==> src/rtl/rsvd_trap_pkg.sv <==
// Package: shared types for the reserved-opcode trap controller.
// Assumes a three-bit status group {mode, interrupt-enable, carry}.
package rsvd_trap_pkg;
    typedef struct packed {
        logic sm;
        logic ie;
        logic c;
    } psw_bits_t;
endpackage

==> src/rtl/rsvd_opc_decode.sv <==
// Module: rsvd_opc_decode
// Flags an opcode that has no implementation. IMPL_MASK bit i = 1 means
// opcode i exists. The output is qualified by the valid strobe.
// Assumes 2**OPC_W is small (one comparator per code).
module rsvd_opc_decode #(
    parameter int unsigned OPC_W = 4,
    parameter logic [(1<<OPC_W)-1:0] IMPL_MASK = '1
) (
    input  logic             valid,
    input  logic [OPC_W-1:0] opcode,
    output logic             rsv_hit
);
    localparam int unsigned NUM_OPC = 1 << OPC_W;

    logic [NUM_OPC-1:0] match;

    // One comparator per unimplemented code.
    for (genvar g = 0; g < NUM_OPC; g++) begin : g_code
        assign match[g] = (opcode == OPC_W'(g)) & ~IMPL_MASK[g];
    end

    // Any unimplemented match on a valid instruction is a reserved opcode.
    assign rsv_hit = valid & (|match);
endmodule

==> src/rtl/rsvd_psw_bank.sv <==
// Module: rsvd_psw_bank
// Holds the live status bits, their backup copies and the backup PC.
// Priority: trap entry > return > ordinary write. Assumes the caller has
// already made the take signals mutually exclusive.
module rsvd_psw_bank
    import rsvd_trap_pkg::*;
#(
    parameter int unsigned ADDR_W = 32
) (
    input  logic              clk,
    input  logic              rst_n,
    input  logic              trap_take,
    input  logic              ret_take,
    input  logic              wr_take,
    input  psw_bits_t         wr_val,
    input  logic [ADDR_W-1:0] fault_addr,
    output psw_bits_t         psw,
    output psw_bits_t         bak,
    output logic [ADDR_W-1:0] bpc
);
    // Status and backup bits: save/clear on entry, restore on return, else write.
    always_ff @(posedge clk) begin
        if (!rst_n) begin
            psw <= '0;
            bak <= '0;
        end else if (trap_take) begin
            bak    <= psw;
            psw.ie <= 1'b0;
            psw.c  <= 1'b0;
        end else if (ret_take) begin
            psw <= bak;
        end else if (wr_take) begin
            psw <= wr_val;
        end
    end

    // Backup PC: records the exact halfword address of the faulting instruction.
    always_ff @(posedge clk) begin
        if (!rst_n) begin
            bpc <= '0;
        end else if (trap_take) begin
            bpc <= fault_addr;
        end
    end
endmodule

==> src/rtl/rsvd_redirect.sv <==
// Module: rsvd_redirect
// Produces a one-cycle fetch redirect: the handler vector after a trap, or
// the word-aligned backup PC after a return. Assumes VECTOR is word aligned.
module rsvd_redirect #(
    parameter int unsigned ADDR_W = 32,
    parameter logic [ADDR_W-1:0] VECTOR = 'h80
) (
    input  logic              clk,
    input  logic              rst_n,
    input  logic              trap_take,
    input  logic              ret_take,
    input  logic [ADDR_W-1:0] bpc,
    output logic              redir_valid,
    output logic [ADDR_W-1:0] redir_pc
);
    localparam logic [ADDR_W-1:0] WORD_MASK = ~ADDR_W'(3);

    // Register the redirect pulse and its target.
    always_ff @(posedge clk) begin
        if (!rst_n) begin
            redir_valid <= 1'b0;
            redir_pc    <= '0;
        end else begin
            redir_valid <= trap_take | ret_take;
            if (trap_take) begin
                redir_pc <= VECTOR;
            end else if (ret_take) begin
                redir_pc <= bpc & WORD_MASK;
            end
        end
    end
endmodule

==> src/rtl/rsvd_trap_ctrl.sv <==
// Module: rsvd_trap_ctrl (top)
// Detects reserved opcodes, blocks the faulting instruction, arbitrates it
// against an external interrupt, and runs trap entry and return.
// Assumes ret_req is already decoded and that the interrupt entry sequence
// itself lives elsewhere (only the accept strobe is produced here).
module rsvd_trap_ctrl
    import rsvd_trap_pkg::*;
#(
    parameter int unsigned OPC_W = 4,
    parameter int unsigned ADDR_W = 32,
    parameter logic [(1<<OPC_W)-1:0] IMPL_MASK = 16'h7BFF,
    parameter logic [ADDR_W-1:0] VECTOR = 'h80
) (
    input  logic              clk,
    input  logic              rst_n,
    input  logic              ins_valid,
    input  logic [OPC_W-1:0]  ins_opcode,
    input  logic [ADDR_W-1:0] ins_addr,
    input  logic              ext_irq_req,
    input  logic              ret_req,
    input  logic              psw_we,
    input  logic [2:0]        psw_wdata,
    output logic              trap_take,
    output logic              exec_en,
    output logic              irq_take,
    output logic              redir_valid,
    output logic [ADDR_W-1:0] redir_pc,
    output logic              psw_sm,
    output logic              psw_ie,
    output logic              psw_c,
    output logic              bak_sm,
    output logic              bak_ie,
    output logic              bak_c,
    output logic [ADDR_W-1:0] bpc
);
    logic      rsv_hit;
    logic      ret_take;
    logic      wr_take;
    psw_bits_t psw;
    psw_bits_t bak;

    rsvd_opc_decode #(.OPC_W(OPC_W), .IMPL_MASK(IMPL_MASK)) u_dec (
        .valid   (ins_valid),
        .opcode  (ins_opcode),
        .rsv_hit (rsv_hit)
    );

    // Arbitration: the trap beats return, status write and interrupt accept.
    always_comb begin
        trap_take = rsv_hit;
        exec_en   = ins_valid & ~rsv_hit;
        ret_take  = ret_req & ~rsv_hit;
        wr_take   = psw_we & ins_valid & ~rsv_hit & ~ret_req;
        irq_take  = ext_irq_req & psw.ie & ins_valid & ~rsv_hit;
    end

    rsvd_psw_bank #(.ADDR_W(ADDR_W)) u_bank (
        .clk        (clk),
        .rst_n      (rst_n),
        .trap_take  (trap_take),
        .ret_take   (ret_take),
        .wr_take    (wr_take),
        .wr_val     (psw_bits_t'(psw_wdata)),
        .fault_addr (ins_addr),
        .psw        (psw),
        .bak        (bak),
        .bpc        (bpc)
    );

    rsvd_redirect #(.ADDR_W(ADDR_W), .VECTOR(VECTOR)) u_redir (
        .clk         (clk),
        .rst_n       (rst_n),
        .trap_take   (trap_take),
        .ret_take    (ret_take),
        .bpc         (bpc),
        .redir_valid (redir_valid),
        .redir_pc    (redir_pc)
    );

    // Expose the status groups as flat bits.
    assign psw_sm = psw.sm;
    assign psw_ie = psw.ie;
    assign psw_c  = psw.c;
    assign bak_sm = bak.sm;
    assign bak_ie = bak.ie;
    assign bak_c  = bak.c;
endmodule

==> config.mk <==
export PLATFORM = sky130hd
export DESIGN_NAME = rsvd_trap_ctrl
export DESIGN_NICKNAME = d
export VERILOG_FILES = /design/src/rtl/rsvd_trap_pkg.sv /design/src/rtl/rsvd_opc_decode.sv /design/src/rtl/rsvd_psw_bank.sv /design/src/rtl/rsvd_redirect.sv /design/src/rtl/rsvd_trap_ctrl.sv
export SDC_FILE = /design/constraint.sdc
export NUM_CORES = 1
export LEC_CHECK = 0
export BUFFER_PORTS_ARGS = -buffer_cell sky130_fd_sc_hd__buf_2
export CAP_MARGIN = 0
export CORE_ASPECT_RATIO = 1.2
export CORE_MARGIN = 1.5
export CORE_UTILIZATION = 49
export CTS_BUF_LIST = sky130_fd_sc_hd__clkbuf_2
export CTS_CLUSTER_DIAMETER = 40
export DETAILED_ROUTE_END_ITERATION = 8
export PLACE_DENSITY = 0.92
export SYNTH_ARGS = -nofsm -noshare
export SYNTH_HDL_FRONTEND = slang
export SYNTH_SLANG_ARGS = --single-unit
==> constraint.sdc <==
create_clock -name clk -period 1.1 [get_ports clk]
set_input_delay 0.165 -clock clk [delete_from_list [all_inputs] [get_ports clk]]
set_output_delay 0.165 -clock clk [all_outputs]
set_load 0.05 [all_outputs]
After elaboration in Yosys (flattened, before gate mapping)
Index checks and enable logic that the tools add are counted.

Bits in registers: 69. Input port bits: 45. Output and inout bits: 74. Logic and storage cells: 34.

Equal/unequal tests: 2. Multiplexer cells: 4. Bitwise logic cells: 13. Reduce and logical (&&, ||, !) cells: 5.

Operators with widths (number): 2-to-1 mux 8 bit (2); bitwise AND 1 bit (9); equality test 4 bit, second input constant (2); 2-to-1 mux 3 bit (2); nonzero test 2 bit (2); OR reduction 2 bit (2); inverter 1 bit (3); AND reduction 2 bit (1); bitwise OR 1 bit (1).

Depth between registers and ports, before layout
Word-level depth: 8. Gate-level depth with buffers: 6. Mapped depth without buffers: 3.

Cells and area by module
A second synthesis with hierarchy kept.

Cell total of the unflattened synthesis: 241. Area, all modules: 2706.3 sq um.

By module, submodules not included: rsvd_psw_bank (times used 1, cells each 131, area an instance 1500.2 sq um, sequential area each 760.7 sq um); rsvd_redirect (times used 1, cells each 103, area an instance 1147.4 sq um, sequential area each 620.6 sq um); rsvd_trap_ctrl (times used 1, cells each 4, area an instance 41.3 sq um, sequential area each 0.0 sq um); rsvd_opc_decode (times used 1, cells each 3, area an instance 17.5 sq um, sequential area each 0.0 sq um).

Worst setup path after synthesis
Ideal clock, no wire load.

Kind: input -> register. Start point: input port ins_valid. End point: register, netlist name u_bank.psw[2]. Setup time: 0.062 ns. Arrival: 1.534 ns. Required time: 1.038 ns. Setup slack: -0.497 ns. Stages on the path: 4. Path buffers: 1. Path through: buf_2 -> nand3_2 -> nor2_1 -> o221a_1.

Cells in the longest elaborated chain, start to end: 6. Elaborated cells on any way between the ends: 9. Classes of those cells: mux (1); bitwise (6); reduce/logical (2).

RTL lines: start, declared (RTL line rsvd_trap_ctrl.sv:16) `input logic ins_valid,`; bitwise AND 1 bit (*) (RTL line rsvd_opc_decode.sv:23) `assign rsv_hit = valid & (|match);`; named net trap_take (RTL line rsvd_trap_ctrl.sv:23) `output logic trap_take,`; inverter 1 bit (no source line) (*); bitwise AND 1 bit (2 in a row) (RTL line rsvd_trap_ctrl.sv:53) `wr_take = psw_we & ins_valid & ~rsv_hit & ~ret_req;`; nonzero test 2 bit (no source line); AND reduction 2 bit (no source line).

Mark *: on every way through the listed nets, which the timed path passes. The rest lies on a longest branch. A chain may end at the register's enable or synchronous reset.

Worst setup path in the final report
Start point: register, netlist name u_bank.psw[1]. End point: output port irq_take.

Cells in the longest elaborated chain, start to end: 3.

RTL lines: bitwise AND 1 bit (3 in a row) (RTL line rsvd_trap_ctrl.sv:54) `irq_take = ext_irq_req & psw.ie & ins_valid & ~rsv_hit;`; end, declared (RTL line rsvd_trap_ctrl.sv:25) `output logic irq_take,`.

No other way between the ends.

==> impl_results.md <==
* Unrepaired setup endpoints after global routing: yes
* Area growth syn-to-layout at 86.2%
* First-pass detailed-route iteration total at 9
* Clock Latency Late Sink at roughly 0.56 ns
* Share of layout cells above drive strength 1 at between 50 and 60%
* Min-Delay Path Class: input pin to flop
* Via density at around 6.8
* Initial Utilization at roughly half
* Yosys reg bits at 69
* Synthesized area at roughly 2800 um2
* Synth Area per Inst at 9.45 um2
* Reg clk slew, reported paths at about 0.24 ns
* Non-Filler Instances at 565
* Max Slew Vio Count at 0
* CP required at 0.94 ns
* Drt total wl at between 15,000 and 20,000 um
* Worst Setup Start Kind: flop
* Largest net degree at the start of global routing at 26
* Core Area at ~5400 um2
* Port bufs at ~120
* Antenna viol nets, final at 0
* Die height at around 85 um
* Gr ovfl total at 0
* Synth Warn # at 0
* Maximum vdd drop at roughly 0.94 mV
* FP Rows at 29
* GRT Overall Usage at 41.4%
* # DRC at 10
* Outcome: finished, violations left
* Min Tclk post-route at approximately 1.5 ns
* Slew @ Worst Pin at roughly 0.73 ns
* CP max FO at 2
* Layout net count at ~540
* Clock Skew at 0.0317 ns
* Cells after Synth at just under 300
* DRT iter0 DRCs at approximately 670
* Violated checks: DRC, setup timing
* Vias in the first global route at around 3,600
* Worst EP arrival at roughly 1.3 ns
* Maxcap violations at 0
* ANT cells at 0
* Fin area at between 5000 and 6000 um2
* Kind of critical path: flop to primary output
* WL/cell at between 20 and 30 um
* CTS root buffer: clkbuf_2
* Setup violators final at 77
* Slew margin rel. at roughly 50%
* Gpl congestion at ~0.80
* DPL Wire Length at about 5600 um
* Post-DP Area at around 3500 um2
* Synth cell types at 31
* DP Worst Slack at -0.143 ns
* Leakage at roughly 2.3 nW
* Final Worst Setup Slack at -0.407 ns
* Post-synthesis sequential area ratio at between 50% and 60%
* Worst Setup End Kind: primary output
* Placed Instances at roughly 470
* CTS buffer count at 9
* CTS HTree Levels at 3
* Antenna violations before repair at 0
* DIE WIDTH at 71.5 um
* First-pass GRT wire length at between 15,000 and 20,000 um
* Maximum clock path buffer count at 2
* Vias at ~3,800
* Fmax at roughly 660 MHz
* Fin crit share at 137%
* Power density cells at between 900 and 1000 nW/um2
* Die area at 6090 um2
* I/O pin total at around 120
* CTS Sinks at 69
* Final Hold Fails at 0
* TritonCTS clock tree: built
[cells in the mapped netlist]
cell type	number	share of area, %
o221a_1	1	0.41
a311oi_1	2	0.64
nor3_2	1	0.36
mux2_2	1	0.41
dfxtp_1	69	50
o21ai_0	9	1.6
nand3_1	37	6.7
a21oi_1	1	0.18
o21a_1	4	1.1
and4_1	1	0.32
and2_1	1	0.23
nor3_1	1	0.18
nand2_1	3	0.41
nor2_1	30	4.1
a31oi_1	3	0.68
a21boi_1	35	9.5
buf_4	6	1.6
nand3_2	1	0.36
conb_1	1	0.14
xor2_1	1	0.32
nand3b_1	1	0.27
o21ai_1	26	4.7
o21ai_2	1	0.32
clkbuf_1	9	1.2
xnor2_1	1	0.32
buf_1	1	0.14
nand2b_1	1	0.23
and3_1	1	0.23
mux2i_1	29	11
buf_2	13	2.4
o2bb2ai_1	1	0.32
[critical path, stage by stage, from the launching register on]
cell	delay [ns]
dfxtp_4	0.42
and4_4	0.21
buf_8	0.14
[flip-flops by register name (all words and copies together), names as in the netlist]
| signal | count |
|---|---|
| u_redir.redir_valid | 1 |
| u_bank.bpc | 32 |
| u_redir.redir_pc | 30 |
| u_bank.bak | 3 |
| u_bank.psw | 3 |
[path summary, 6_finish.rpt]
check | cells after the start | slack (ns) | to | startpoint
max | 2 | -0.41 | irq_take | u_bank.psw[1]
min | 3 | 0.09 | u_redir.redir_pc[30] | ret_req
max reg2reg | 3 | -0.11 | u_bank.psw[0] | u_bank.psw[0]
min reg2reg | 2 | 0.55 | u_bank.bpc[1] | u_bank.bpc[1]
[cell families (layout without fill, tap and decap cells)]
group           Yosys count  in the layout  share of synthesized area (%)
compound gates           83             83                           19.5
simple gates             78             78                           13.4
buf+inv                  29            239                           5.35
flops                    69             69                           50.1
xor+xnor                  2              2                          0.635
mux                      30             30                           10.9
other cells               1              2                          0.136
[cell usage in the layout, fill, tap and decap left out, types with 2 or more instances in the layout]
cell type,Yosys,layout
buf_6,0,10
o21ai_0,9,9
nor2_1,30,29
mux2i_1,29,29
a21boi_1,35,35
clkinv_1,0,3
buf_8,0,62
dlygate4sd3_1,0,35
dfxtp_2,0,57
a311oi_1,2,2
o21ai_1,26,26
nand3_1,37,35
buf_2,13,42
nand3_2,1,3
a31oi_1,3,3
buf_12,0,2
o21a_1,4,4
clkbuf_2,0,11
nand2_1,3,3
buf_4,6,73
conb_1,1,2
dfxtp_4,0,12
[routing by layer]
layer / up-vias / global-route usage (%) / routed length (um)
met5: - / 0 / 0
met4: 0 / 30.7 / 1550
met3: 155 / 10.2 / 2180
met2: 481 / 69.9 / 7320
met1: 1740 / 44.1 / 5070
li1: 1441 / - / -
[power breakdown]
| group | leakage (nW) | internal [mW] | total (mW) | switching [mW] |
|---|---|---|---|---|
| combinational | 1.63 | 0.506 | 1.20 | 0.692 |
| sequential | 0.595 | 2.53 | 2.59 | 0.0556 |
| clock | 0.0543 | 0.280 | 1.28 | 1.00 |
[area by class of cell]
type                            count  area (um2)
Tap cell                           62        77.6
Clock inverter                      4        16.3
Multi-Input combinational cell    195        1300
Clock buffer                       11        55.1
Timing Repair Buffer              224        2190
Sequential cell                    69        1500
Fill cell                         131         233
[through the flow]
stage	TNS (ns)	hold slack, ns	total power, mW	util [%]
5_1_grt	-13.63	0.0770	5.16	95.7
6_report	-11.57	0.0870	5.07	95.7
3_5_place_dp	-4.13	0.428	3.41	65.5
4_1_cts	-7.57	0.0449	4.72	90.0
2_1_floorplan	-0.0376	0.310	3.13	-
3_3_place_gp	-2.09	0.423	3.39	65.5
[repair_timing]
item                                    4_1_cts  5_1_grt
endpoints found under the hold margin        35        0
hold buffers                                 35        0
endpoints found under the setup margin       72       72
setup buffers                                31       18
pin swaps                                     2        5
resized for setup                           246       48
No activity file was read; power rests on OpenSTA's default activity.
